File: src/rtl/wdt_pkg.sv
package wdt_pkg;
  localparam int ADDR_W     = 3;
  localparam int DATA_W     = 32;
  localparam int HALT_BIT   = 11;
  localparam int LOC_EN_BIT = 13;
  localparam int GLB_EN_BIT = 0;
  localparam int FLAG_BIT   = 0;

  typedef enum logic [ADDR_W-1:0] {
    A_CTRL   = 3'd0,
    A_STAT   = 3'd1,
    A_RELOAD = 3'd2,
    A_IEN    = 3'd3,
    A_KICK   = 3'd4,
    A_COUNT  = 3'd5
  } reg_addr_e;
endpackage

File: src/rtl/wdt_regs.sv
module wdt_regs
  import wdt_pkg::*;
#(
  parameter int CNT_W       = 16,
  parameter int RELOAD_INIT = 255
) (
  input  logic              clk,
  input  logic              rst,
  input  logic              wr,
  input  logic [ADDR_W-1:0] addr,
  input  logic [DATA_W-1:0] wdata,
  input  logic              flag,
  input  logic [CNT_W-1:0]  count,
  input  logic              pulsing,
  output logic              halt,
  output logic              loc_en,
  output logic              glb_en,
  output logic [CNT_W-1:0]  reload,
  output logic              kick,
  output logic              clr,
  output logic [DATA_W-1:0] rdata
);
  localparam int PAD_W = DATA_W - CNT_W;

  logic [DATA_W-1:0] ctrl_q;
  logic [DATA_W-1:0] ien_q;
  logic [CNT_W-1:0]  reload_q;
  logic [DATA_W-1:0] rd_mux;

  always_ff @(posedge clk) begin
    if (rst) begin
      ctrl_q   <= '0;
      ien_q    <= '0;
      reload_q <= CNT_W'(RELOAD_INIT);
    end else if (wr) begin
      case (addr)
        A_CTRL:   ctrl_q   <= wdata;
        A_IEN:    ien_q    <= wdata;
        A_RELOAD: reload_q <= wdata[CNT_W-1:0];
        default:  ;
      endcase
    end
  end

  always_comb begin
    kick = wr && (addr == A_KICK) && !pulsing;
    clr  = wr && (addr == A_STAT) && wdata[FLAG_BIT] && !pulsing;
  end

  assign halt   = ctrl_q[HALT_BIT];
  assign loc_en = ien_q[LOC_EN_BIT];
  assign glb_en = ien_q[GLB_EN_BIT];
  assign reload = reload_q;

  always_comb begin
    case (addr)
      A_CTRL:   rd_mux = ctrl_q;
      A_STAT:   rd_mux = {{(DATA_W-1){1'b0}}, flag};
      A_RELOAD: rd_mux = {{PAD_W{1'b0}}, reload_q};
      A_IEN:    rd_mux = ien_q;
      A_COUNT:  rd_mux = {{PAD_W{1'b0}}, count};
      default:  rd_mux = '0;
    endcase
  end

  always_ff @(posedge clk) begin
    if (rst) rdata <= '0;
    else     rdata <= rd_mux;
  end

  // no kick or clear is produced during the reset pulse
  a_r10_no_sw_in_pulse: assert property (@(posedge clk) disable iff (rst)
    pulsing |-> !kick && !clr);
endmodule

File: src/rtl/wdt_count.sv
module wdt_count #(
  parameter int CNT_W       = 16,
  parameter int RELOAD_INIT = 255
) (
  input  logic             clk,
  input  logic             rst,
  input  logic             tick,
  input  logic             halt,
  input  logic             frozen,
  input  logic             kick,
  input  logic             restore,
  input  logic [CNT_W-1:0] reload,
  output logic [CNT_W-1:0] count,
  output logic             expire
);
  localparam logic [CNT_W-1:0] INIT_VAL = CNT_W'(RELOAD_INIT);

  logic advance;

  always_comb begin
    advance = tick && !halt && !frozen && !kick;
    expire  = advance && (count == '0);
  end

  always_ff @(posedge clk) begin
    if (rst)            count <= INIT_VAL;
    else if (restore)   count <= INIT_VAL;
    else if (frozen)    count <= count;
    else if (kick)      count <= reload;
    else if (advance)   count <= (count == '0) ? reload : count - 1'b1;
  end

  a_r1_decrement: assert property (@(posedge clk) disable iff (rst)
    advance && count != '0 |=> count == $past(count) - 1'b1);
  a_r1_expiry_reload: assert property (@(posedge clk) disable iff (rst)
    expire |=> count == $past(reload));
  a_r7_halt_hold: assert property (@(posedge clk) disable iff (rst)
    halt && !kick && !restore |=> $stable(count));
  a_r8_kick_reload: assert property (@(posedge clk) disable iff (rst)
    kick && !frozen && !restore |=> count == $past(reload));
  a_r10_frozen: assert property (@(posedge clk) disable iff (rst)
    frozen && !restore |=> $stable(count));
endmodule

File: src/rtl/wdt_stage.sv
module wdt_stage #(
  parameter int RST_LEN = 16
) (
  input  logic clk,
  input  logic rst,
  input  logic expire,
  input  logic clr,
  input  logic loc_en,
  input  logic glb_en,
  output logic flag,
  output logic irq,
  output logic sys_reset,
  output logic pulsing,
  output logic restore
);
  localparam int PW = $clog2(RST_LEN + 1);

  logic [PW-1:0] pcnt;

  assign pulsing = (pcnt != '0);
  assign restore = (pcnt == PW'(1));

  always_ff @(posedge clk) begin
    if (rst) begin
      flag      <= 1'b0;
      pcnt      <= '0;
      sys_reset <= 1'b0;
      irq       <= 1'b0;
    end else begin
      irq <= flag && loc_en && glb_en;
      if (restore) begin
        flag      <= 1'b0;
        pcnt      <= '0;
        sys_reset <= 1'b0;
      end else if (pulsing) begin
        pcnt <= pcnt - 1'b1;
      end else if (expire) begin
        if (flag) begin
          pcnt      <= PW'(RST_LEN);
          sys_reset <= 1'b1;
        end else begin
          flag <= 1'b1;
        end
      end else if (clr) begin
        flag <= 1'b0;
      end
    end
  end

  a_r2_first_expiry: assert property (@(posedge clk) disable iff (rst)
    expire && !flag && !pulsing |=> flag && !sys_reset);
  a_r3_second_expiry: assert property (@(posedge clk) disable iff (rst)
    expire && flag && !pulsing |=> sys_reset);
  a_r4_restore_clear: assert property (@(posedge clk) disable iff (rst)
    $fell(sys_reset) |-> !flag);
  a_r5_clear: assert property (@(posedge clk) disable iff (rst)
    clr && !expire && !pulsing |=> !flag);
  a_r6_irq_gate: assert property (@(posedge clk) disable iff (rst)
    irq |-> $past(flag) && $past(loc_en) && $past(glb_en));
endmodule

File: src/rtl/dual_expiry_wdt.sv
module dual_expiry_wdt
  import wdt_pkg::*;
#(
  parameter int CNT_W       = 16,
  parameter int RELOAD_INIT = 255,
  parameter int RST_LEN     = 16
) (
  input  logic              clk,
  input  logic              rst,
  input  logic              tick,
  input  logic              reg_wr,
  input  logic [2:0]        reg_addr,
  input  logic [31:0]       reg_wdata,
  output logic [31:0]       reg_rdata,
  output logic              mgmt_irq,
  output logic              sys_reset
);
  logic             halt, loc_en, glb_en, kick, clr;
  logic             flag, pulsing, restore, expire;
  logic [CNT_W-1:0] reload, count;

  wdt_regs #(.CNT_W(CNT_W), .RELOAD_INIT(RELOAD_INIT)) u_regs (
    .clk(clk), .rst(rst), .wr(reg_wr), .addr(reg_addr), .wdata(reg_wdata),
    .flag(flag), .count(count), .pulsing(pulsing),
    .halt(halt), .loc_en(loc_en), .glb_en(glb_en), .reload(reload),
    .kick(kick), .clr(clr), .rdata(reg_rdata)
  );

  wdt_count #(.CNT_W(CNT_W), .RELOAD_INIT(RELOAD_INIT)) u_count (
    .clk(clk), .rst(rst), .tick(tick), .halt(halt), .frozen(pulsing),
    .kick(kick), .restore(restore), .reload(reload),
    .count(count), .expire(expire)
  );

  wdt_stage #(.RST_LEN(RST_LEN)) u_stage (
    .clk(clk), .rst(rst), .expire(expire), .clr(clr),
    .loc_en(loc_en), .glb_en(glb_en), .flag(flag), .irq(mgmt_irq),
    .sys_reset(sys_reset), .pulsing(pulsing), .restore(restore)
  );
endmodule

File: config.mk
export PLATFORM = sky130hd
export DESIGN_NAME = dual_expiry_wdt
export DESIGN_NICKNAME = d
export VERILOG_FILES = /design/src/rtl/wdt_pkg.sv /design/src/rtl/wdt_regs.sv /design/src/rtl/wdt_count.sv /design/src/rtl/wdt_stage.sv /design/src/rtl/dual_expiry_wdt.sv
export SDC_FILE = /design/constraint.sdc
export NUM_CORES = 1
export LEC_CHECK = 0
export BUFFER_PORTS_ARGS = -buffer_cell sky130_fd_sc_hd__buf_2
export CORE_UTILIZATION = 59
export CTS_BUF_LIST = sky130_fd_sc_hd__clkbuf_8
export DETAILED_ROUTE_END_ITERATION = 8
export PLACE_DENSITY_LB_ADDON = 0.15
export SLEW_MARGIN = 30
export SYNTH_ARGS = -nofsm -noshare
export SYNTH_HDL_FRONTEND = slang
export SYNTH_SLANG_ARGS = --single-unit
File: constraint.sdc
create_clock -name clk -period 2.5 [get_ports clk]
set_input_delay 0.5 -clock clk [delete_from_list [all_inputs] [get_ports clk]]
set_output_delay 0.5 -clock clk [all_outputs]
set_load 0.1 [all_outputs]
# Yosys cells after proc, flatten, opt, wreduce, memory -nomap -nowiden
# Index checks and enable logic that the tools add are counted.
# Widths: inputs -> output; s select.
[totals]
elab_cells = 56
register_bits = 136
[op_classes]
mux = 9
add_sub_neg = 2
eq_ne = 6
bitwise_logic = 1
n_reduce_logical = 29
[ops]
columns = ["operator", "n"]
rows = [
  ["$pmux 32 s5", 1],
  ["$mux 16", 3],
  ["$logic_not 16->1", 1],
  ["$sub 16x1->16 const B", 1],
  ["$mux 5", 3],
  ["$reduce_and 2->1", 6],
  ["$logic_and 1x1->1", 11],
  ["$reduce_bool 2->1", 4],
  ["$eq 3x2->1 const B", 2],
  ["$eq 3x3->1 const B", 2],
  ["$eq 5x1->1 const B", 1],
  ["$reduce_bool 5->1", 1],
  ["$sub 5x1->5 const B", 1],
  ["$eq 3x1->1 const B", 1],
  ["$logic_not 1->1", 3],
  ["$logic_not 3->1", 1],
  ["$reduce_and 3->1", 1],
  ["$mux 1", 2],
  ["$reduce_or 2->1", 1],
  ["$not 1->1", 1],
]

# Longest topological paths before layout
# Gate-level depths: netlist of run 1.
[logic_depth]
ltp_word = 8
ltp_mapped = 9
depth_no_buf = 7

# By module
# A second synthesis of run 1 with hierarchy kept.
[hier_totals]
cells_unflattened = 684
area_unflattened_um2 = 5708.0
[modules_own_cells]
columns = ["module", "area_each_um2", "instances", "cells_each", "seq_area_each_um2"]
rows = [
  ["wdt_regs", 4185.3, 1, 496, 2242.2],
  ["wdt_count", 1142.3, 1, 146, 320.3],
  ["wdt_stage", 380.4, 1, 42, 160.2],
]

# Worst setup path after synthesis of run 1
# OpenSTA, ideal clock, no wires.
[synth_path]
path_kind = "input -> register"
from = "input port reg_addr[2]"
to = "register u_count.count[7]"
required_time_ns = 2.371
slack_ns = 0.276
stages = 8
path_buffers = 3
t_arrival_ns = 2.095
setup_ns = 0.129
cell_sequence = "buf_2 nor4bb_1 o21a_1 buf_2 buf_1 nand4_1 o221ai_1 nand2_1"
[synth_between]
elab_chain_len = 7
[synth_rtl]
columns = ["element", "line", "rtl"]
rows = [
  ["start: declaration", "dual_expiry_wdt.sv:12", "input logic [2:0] reg_addr,"],
  ["$eq 3x3->1 *", "wdt_regs.sv:46", "kick = wr && (addr == A_KICK) && !pulsing;"],
  ["$logic_and 1x1->1 * (2 in series)", "wdt_regs.sv:46", ""],
  ["$logic_not 1->1", "wdt_count.sv:21", "advance = tick && !halt && !frozen && !kick;"],
  ["$logic_and 1x1->1", "wdt_count.sv:21", ""],
  ["$reduce_bool 2->1 (no line)", "-", ""],
  ["$reduce_and 2->1 (no line)", "-", ""],
  ["end signal: assignment", "wdt_count.sv:28", "else if (frozen) count <= count;"],
  ["end signal: assignment", "wdt_count.sv:29", "else if (kick) count <= reload;"],
  ["end signal: assignment", "wdt_count.sv:30", "else if (advance) count <= (count == '0) ? reload : count - 1'b1;"],
  ["end: declaration", "wdt_count.sv:13", "output logic [CNT_W-1:0] count,"],
]
# Mark *: on every way between the ends. The rest lies on a longest branch, timed or not.
# A chain may end at the register's enable or synchronous reset.

# Final worst setup path of run 1
[layout_path]
from = "register u_stage.pcnt[0]"
to = "register u_stage.pcnt[0]"
[layout_between]
elab_chain_len = 8
[layout_rtl]
columns = ["element", "line", "rtl"]
rows = [
  ["start: declaration", "wdt_stage.sv:18", "logic [PW-1:0] pcnt;"],
  ["start signal: assignment", "wdt_stage.sv:36", "pcnt <= pcnt - 1'b1;"],
  ["start signal: assignment", "wdt_stage.sv:39", "pcnt <= PW'(RST_LEN);"],
  ["$reduce_bool 5->1", "wdt_stage.sv:20", "assign pulsing = (pcnt != '0);"],
  ["$logic_not 1->1", "wdt_regs.sv:46, wdt_count.sv:21", ""],
  ["$logic_and 1x1->1", "wdt_regs.sv:46", ""],
  ["$logic_not 1->1", "wdt_count.sv:21", ""],
  ["$logic_and 1x1->1", "wdt_count.sv:21", ""],
  ["$logic_and 1x1->1", "wdt_count.sv:22", "expire = advance && (count == '0);"],
  ["$reduce_bool 2->1 (no line)", "-", ""],
  ["$reduce_and 2->1 (no line)", "-", ""],
]
# Several ways; a longest one is shown, not always the timed one.

==> results.cfg, run 1 <==
[route]
drt_iter0_markers = 366
wl_um = 15620
vias = 5413
drc = 0
wl_per_cell_um = 17.67
drtPass1Iterations = 5
vias_per_cell = 6.123
drtAntennaViolNets = 0

[yosys]
synth_edf_count = 0
synth_fp_nets = 722
synth_xor_area_share_pct = 0.3158
synth_top_family_by_area = simple AND/OR/NAND/NOR gates
synth_compound_area_share_pct = 21.97
avgSynthCellArea_sq_um = 8.181
synth-seq-area-share_pct = 49.09
yosysWarningCount = 0
async_flop_share_pct = 0
synthSimpleGateAreaFrac_pct = 22.58
synth_area_sq_um = 5547
synth-main-ff-cell = dfxtp_1
ys_types = 56
synthAdderAreaFrac_pct = 1.128
synthMuxAreaShare_pct = 0.5640
synth-seq-cells = 136
synthCells = 678

[critical_path]
r2r-start = u_stage.pcnt[0]
reg2reg_depth = 7
worstPathMaxFanout = 4
ff2ff_setup_slack_ns = 0.13
regToRegEndpoint = u_stage.pcnt[0]
critical_path_arrival_ns = 2.72
start_kind = flop
critical_path_class = reg2reg
end_kind = flop
required_ns = 2.85

[cells_and_area]
final_common_cell = nand2_1
drive_gt1_share_pct = 20.83
antenna_cells = 0
final_nets = 804
syn_to_final_growth_pct = 20.12
final_cell_mix = 174 x nand2_1, 136 x dfxtp_1, 98 x a21oi_1

[die]
rows = 35
die-area_sq_um = 9793
die_x_um = 98.96
die_y_um = 98.96
core_sq_um = 9153
start_util_pct = 60.60
pin_count = 73

[clock_tree]
cts_num_sinks = 136
cts_tree = done
insertion_delay_ns = 0.45
clockRootBuffer = clkbuf_8
cts_hold_buf = 0
cts.clk_slew.worst_paths_ns = 0.10
cts_buffers = 17
cts.path.max_buffers = 2
cts.htree.levels = 4

[timing]
max_freq_mhz = 422.7
fin_crit_sh_pct = 94.63
slew_headroom_pct = 44.63
period_needed_ns = 2.366
slew_violations = 0
skew_ns = 0.01787
worst_pin_slew_ns = 0.8305
rsz0062_at_grt = no
setup_viol = 0
tns_ns = 0
setup_ws_ns = 0.1342
final-hold-violation-count = 0

[power]
power_frac_seq_pct = 45.0
leakagePower_nw = 2.528
p_clk_share_pct = 37.5
switching_power_mw = 1.614
pwr-share-comb_pct = 17.5
intPower_mw = 3.543
swShare_pct = 31.30
peakVddDrop_mv = 0.4939
powerDensity_nw_per_um2 = 774.0

[global_route]
grt_max_degree = 62
grt_pass1_vias = 5169
gr-total-overflow = 0
grt_usage_pct = 32.70
grt_first_pass_wirelength_um = 24940
antenna_found_initial = 0

[placement]
pre_cts_ws_ns = 0.1142
gp_congestion = 0.9362
port-buffer-count = 72
hpwl_um = 10140

[min_path]
hp-class = in2reg
worstHoldStart = reg_wdata[29]
holdPathEnd = u_regs.ien_q[29]
hold_path_depth = 3

[job]
drv_cap = 0

[status]
status = finished clean
## how the worst max path moves through the flow
stage	startpoint	endpoint
after floorplan	reg_addr[2]	u_count.count[7]
final	u_stage.pcnt[0]	u_stage.pcnt[0]
after detailed placement	reg_addr[1]	u_count.count[2]
after global placement	u_count.count[0]	u_count.count[11]
after CTS	u_stage.pcnt[0]	u_stage.pcnt[0]
after global routing	u_stage.pcnt[0]	u_stage.pcnt[1]
## sequential cells by signal, summed over array words and instances (netlist names)
name	count
u_stage.sys_reset	1
u_stage.irq	1
u_count.count	16
u_stage.flag	1
u_regs.ctrl_q	32
u_regs.reload	16
u_regs.rdata	32
u_stage.pcnt	5
u_regs.ien_q	32
## worst max-delay path, stage by stage, from the launching register on
cell and delay (ns):
dfxtp_1 0.35, inv_1 0.11, ha_1 0.21, or4b_2 0.67, nor3b_1 0.40, and3_1 0.29, nor3_1 0.06, o21a_1 0.17
## logic make-up after synthesis
group                    Yosys count
XOR/XNOR                           2
multiplexers                       3
AO/OA/AOI/OAI                    195
flip-flops                       136
buffers and inverters             61
AND/OR/NAND/NOR                  276
adder cells (fa/ha/maj)            5
## power by group through the flow
stage	logic, mW	clock network, mW	registers (mW)
3_5_place_dp	0.863	0	2.36
4_1_cts	0.874	1.93	2.31
2_1_floorplan	0.496	0	2.40
3_3_place_gp	0.831	0	2.36
5_1_grt	0.973	2.04	2.32
6_report	0.903	1.93	2.32
## cell usage after synthesis (2+ instances only)
library cell,instances,area share (%)
inv_1,8,0.54
a32o_1,2,0.36
nand2_1,174,12
or3_1,3,0.34
or4_4,2,0.41
a22oi_1,47,6.4
nand3_1,10,0.90
buf_2,3,0.27
xnor2_1,2,0.32
nor3_1,10,0.90
and3_1,2,0.23
o21ai_0,11,0.99
and2_1,3,0.34
a31oi_1,7,0.79
a211oi_1,3,0.41
mux2i_1,2,0.36
clkbuf_1,47,3.2
and4_1,2,0.32
ha_1,5,1.1
nor3b_1,3,0.41
o21a_1,3,0.41
dfxtp_1,136,49
nand2b_1,2,0.23
nor2_1,34,2.3
a2111oi_0,2,0.32
o221ai_1,3,0.47
o31ai_1,2,0.27
a211o_1,3,0.47
a21oi_1,99,8.9
o211ai_1,3,0.41
nand4_1,5,0.56
nor4_1,8,0.90
nand3b_1,9,1.2
## layer usage
metal  vias up  track usage [%]  wire, um
met3        28            8.156      1068
met4         0            14.81       315
met1      2616            41.13      6643
met5         -                0         0
li1       2543                -         -
met2       226            53.09      7596
## per-stage QoR
step | hold WS [ns] | utilization (%) | area, sq um | power, mW | std cells
floorplan | 0.4360 | - | 5547 | 2.898 | 678
global placement | 0.4406 | 68.01 | 6225 | 3.189 | 852
global route | 0.2752 | 72.80 | 6663 | 5.336 | 884
finish | 0.2880 | 72.80 | 6663 | 5.157 | 884
CTS | 0.2823 | 72.70 | 6654 | 5.119 | 884
detailed placement | 0.4467 | 68.05 | 6228 | 3.224 | 852
## repair_timing
item | CTS | global route
setup buffers | 0 | 0
endpoints found under the setup margin | 0 | 1
resized for setup | 0 | 1
## area by class of cell
cell class / instances / area (sq um)
multi-input cells: 481 / 2605
clock inverters: 14 / 177.7
well taps: 111 / 138.9
repair buffers: 116 / 740.7
fillers: 738 / 2490
clock buffers: 18 / 247.7
flip-flops and latches: 136 / 2723
inverters: 8 / 30.03
Power figures use the tool's default switching activity.
==> inputs of run 2 (changes only) <==
==> constraint.sdc (replaced) <==
create_clock -name clk -period 2.5 [get_ports clk]
set_input_delay 0.25 -clock clk [delete_from_list [all_inputs] [get_ports clk]]
set_output_delay 0.25 -clock clk [all_outputs]
set_load 0.1 [all_outputs]
==> results.cfg, run 2 (synthesis results as in run 1) <==
[cells_and_area]
final_common_cell = nand2_1
final_cell_mix = 174 x nand2_1, 136 x dfxtp_1, 99 x a21oi_1
antenna_cells = 0
drive_gt1_share_pct = 19.29
biggestRegsByFlops = u_regs.ctrl_q (32), u_regs.ien_q (32), u_regs.rdata (32)
syn_to_final_growth_pct = 16.02
final_nets = 788
final_cells = 868

[route]
vias = 5320
drt_iter0_markers = 394
wl_um = 15090
drtAntennaViolNets = 0
wl_per_cell_um = 17.38
vias_per_cell = 6.129
drtPass1Iterations = 5
drc = 0

[timing]
tns_ns = 0
setup_viol = 0
period_needed_ns = 2.295
final-hold-violation-count = 0
rsz0062_at_grt = no
slew_violations = 0
slew_headroom_pct = 48.99
max_freq_mhz = 435.8
skew_ns = 0.01944
fin_crit_sh_pct = 91.79
worst_pin_slew_ns = 0.7633

[power]
leakagePower_nw = 2.379
peakVddDrop_mv = 0.4036
power_mw = 4.816
powerDensity_nw_per_um2 = 748.4

[placement]
gp_congestion = 0.9206
hpwl_um = 10040
place_inst = 836
port-buffer-count = 72

[critical_path]
critical_path_arrival_ns = 2.61
worstPathMaxFanout = 9
end_kind = flop
required_ns = 2.82
critical_path_class = reg2reg
reg2reg_depth = 8
start_kind = flop

[min_path]
hold_path_depth = 3
hp-class = in2reg

[global_route]
grt_max_degree = 40
gr-total-overflow = 0
grt_usage_pct = 32.29
antenna_found_initial = 0
grt_pass1_vias = 4997
grt_first_pass_wirelength_um = 24730

[status]
status = finished clean

[clock_tree]
cts.clk_slew.worst_paths_ns = 0.09
cts.htree.levels = 4
insertion_delay_ns = 0.44
post_cts_buffers = 0
cts_num_sinks = 136
ctsResizeCount = 0
cts_buffers = 17
cts_tree = done
cts.path.max_buffers = 2
clockRootBuffer = clkbuf_8
cts_hold_buf = 0

[die]
rows = 35
pin_count = 73
core_sq_um = 9153
start_util_pct = 60.60
die-area_sq_um = 9793
die_x_um = 98.96
die_y_um = 98.96

[job]
drv_cap = 0
run 2: cell count changes in the layout (fill, tap and decap cells not counted), moves of 2 or more:
cell,delta
buf_12,-4
buf_4,-12
bufinv_16,-2
clkinvlp_4,+4
inv_6,-2
nor4b_2,+2
run 2: final cells by class:
cell class / count / area [sq um]
multi-input combinational: 481 / 2600
clock buffer: 19 / 261.5
sequential: 136 / 2723
timing repair buffer: 100 / 570.5
fill: 734 / 2718
clock inverter: 13 / 111.4
tap: 111 / 138.9
inverter: 8 / 30.03
run 2: per-stage QoR:
step | utilization, % | setup slack [ns] | area (sq um) | hold slack, ns
after CTS | 70.23 | 0.1969 | 6427 | 0.03152
final | 70.31 | 0.2052 | 6435 | 0.04625
after global placement | 66.15 | 0.2359 | 6055 | 0.4409
after detailed placement | 66.15 | 0.1767 | 6055 | 0.4462
after global routing | 70.31 | 0.05989 | 6435 | 0.03322
after floorplan | - | 0.3373 | 5547 | 0.3709
run 2: worst paths after layout:
| path | startpoint | slack, ns | to |
|---|---|---|---|
| hold reg to reg | u_regs.ctrl_q[19] | 0.46 | u_regs.ctrl_q[19] |
| hold / removal | reg_wdata[5] | 0.05 | u_regs.reload[5] |
| setup reg to reg | u_count.count[0] | 0.21 | u_count.count[4] |
| setup / recovery | u_count.count[0] | 0.21 | u_count.count[4] |
run 2: critical path, stage by stage (launching register included):
cell     delay (ns)
dfxtp_1        0.40
inv_1          0.11
ha_1           0.20
nor4b_2        0.16
and4_1         0.25
a21oi_1        0.45
buf_4          0.26
a21oi_1        0.07
o32a_1         0.28
run 2: routing by layer:
layer  vias to the layer above  track usage [%]  share of wire (%)
met4                         0            8.611               0.74
met5                         -                0                  0
met2                       266            51.37                 47
met3                        10            8.156                9.3
met1                      2526            43.85                 43
li1                       2518                -                  -
run 2: power by group:
| group | switching, mW | total, mW | leakage (nW) | internal, mW |
|---|---|---|---|---|
| sequential | 0.0802 | 2.33 | 1.10 | 2.25 |
| combinational | 0.521 | 0.792 | 1.11 | 0.271 |
| clock | 0.932 | 1.70 | 0.172 | 0.765 |
| total | 1.53 | 4.82 | 2.38 | 3.28 |
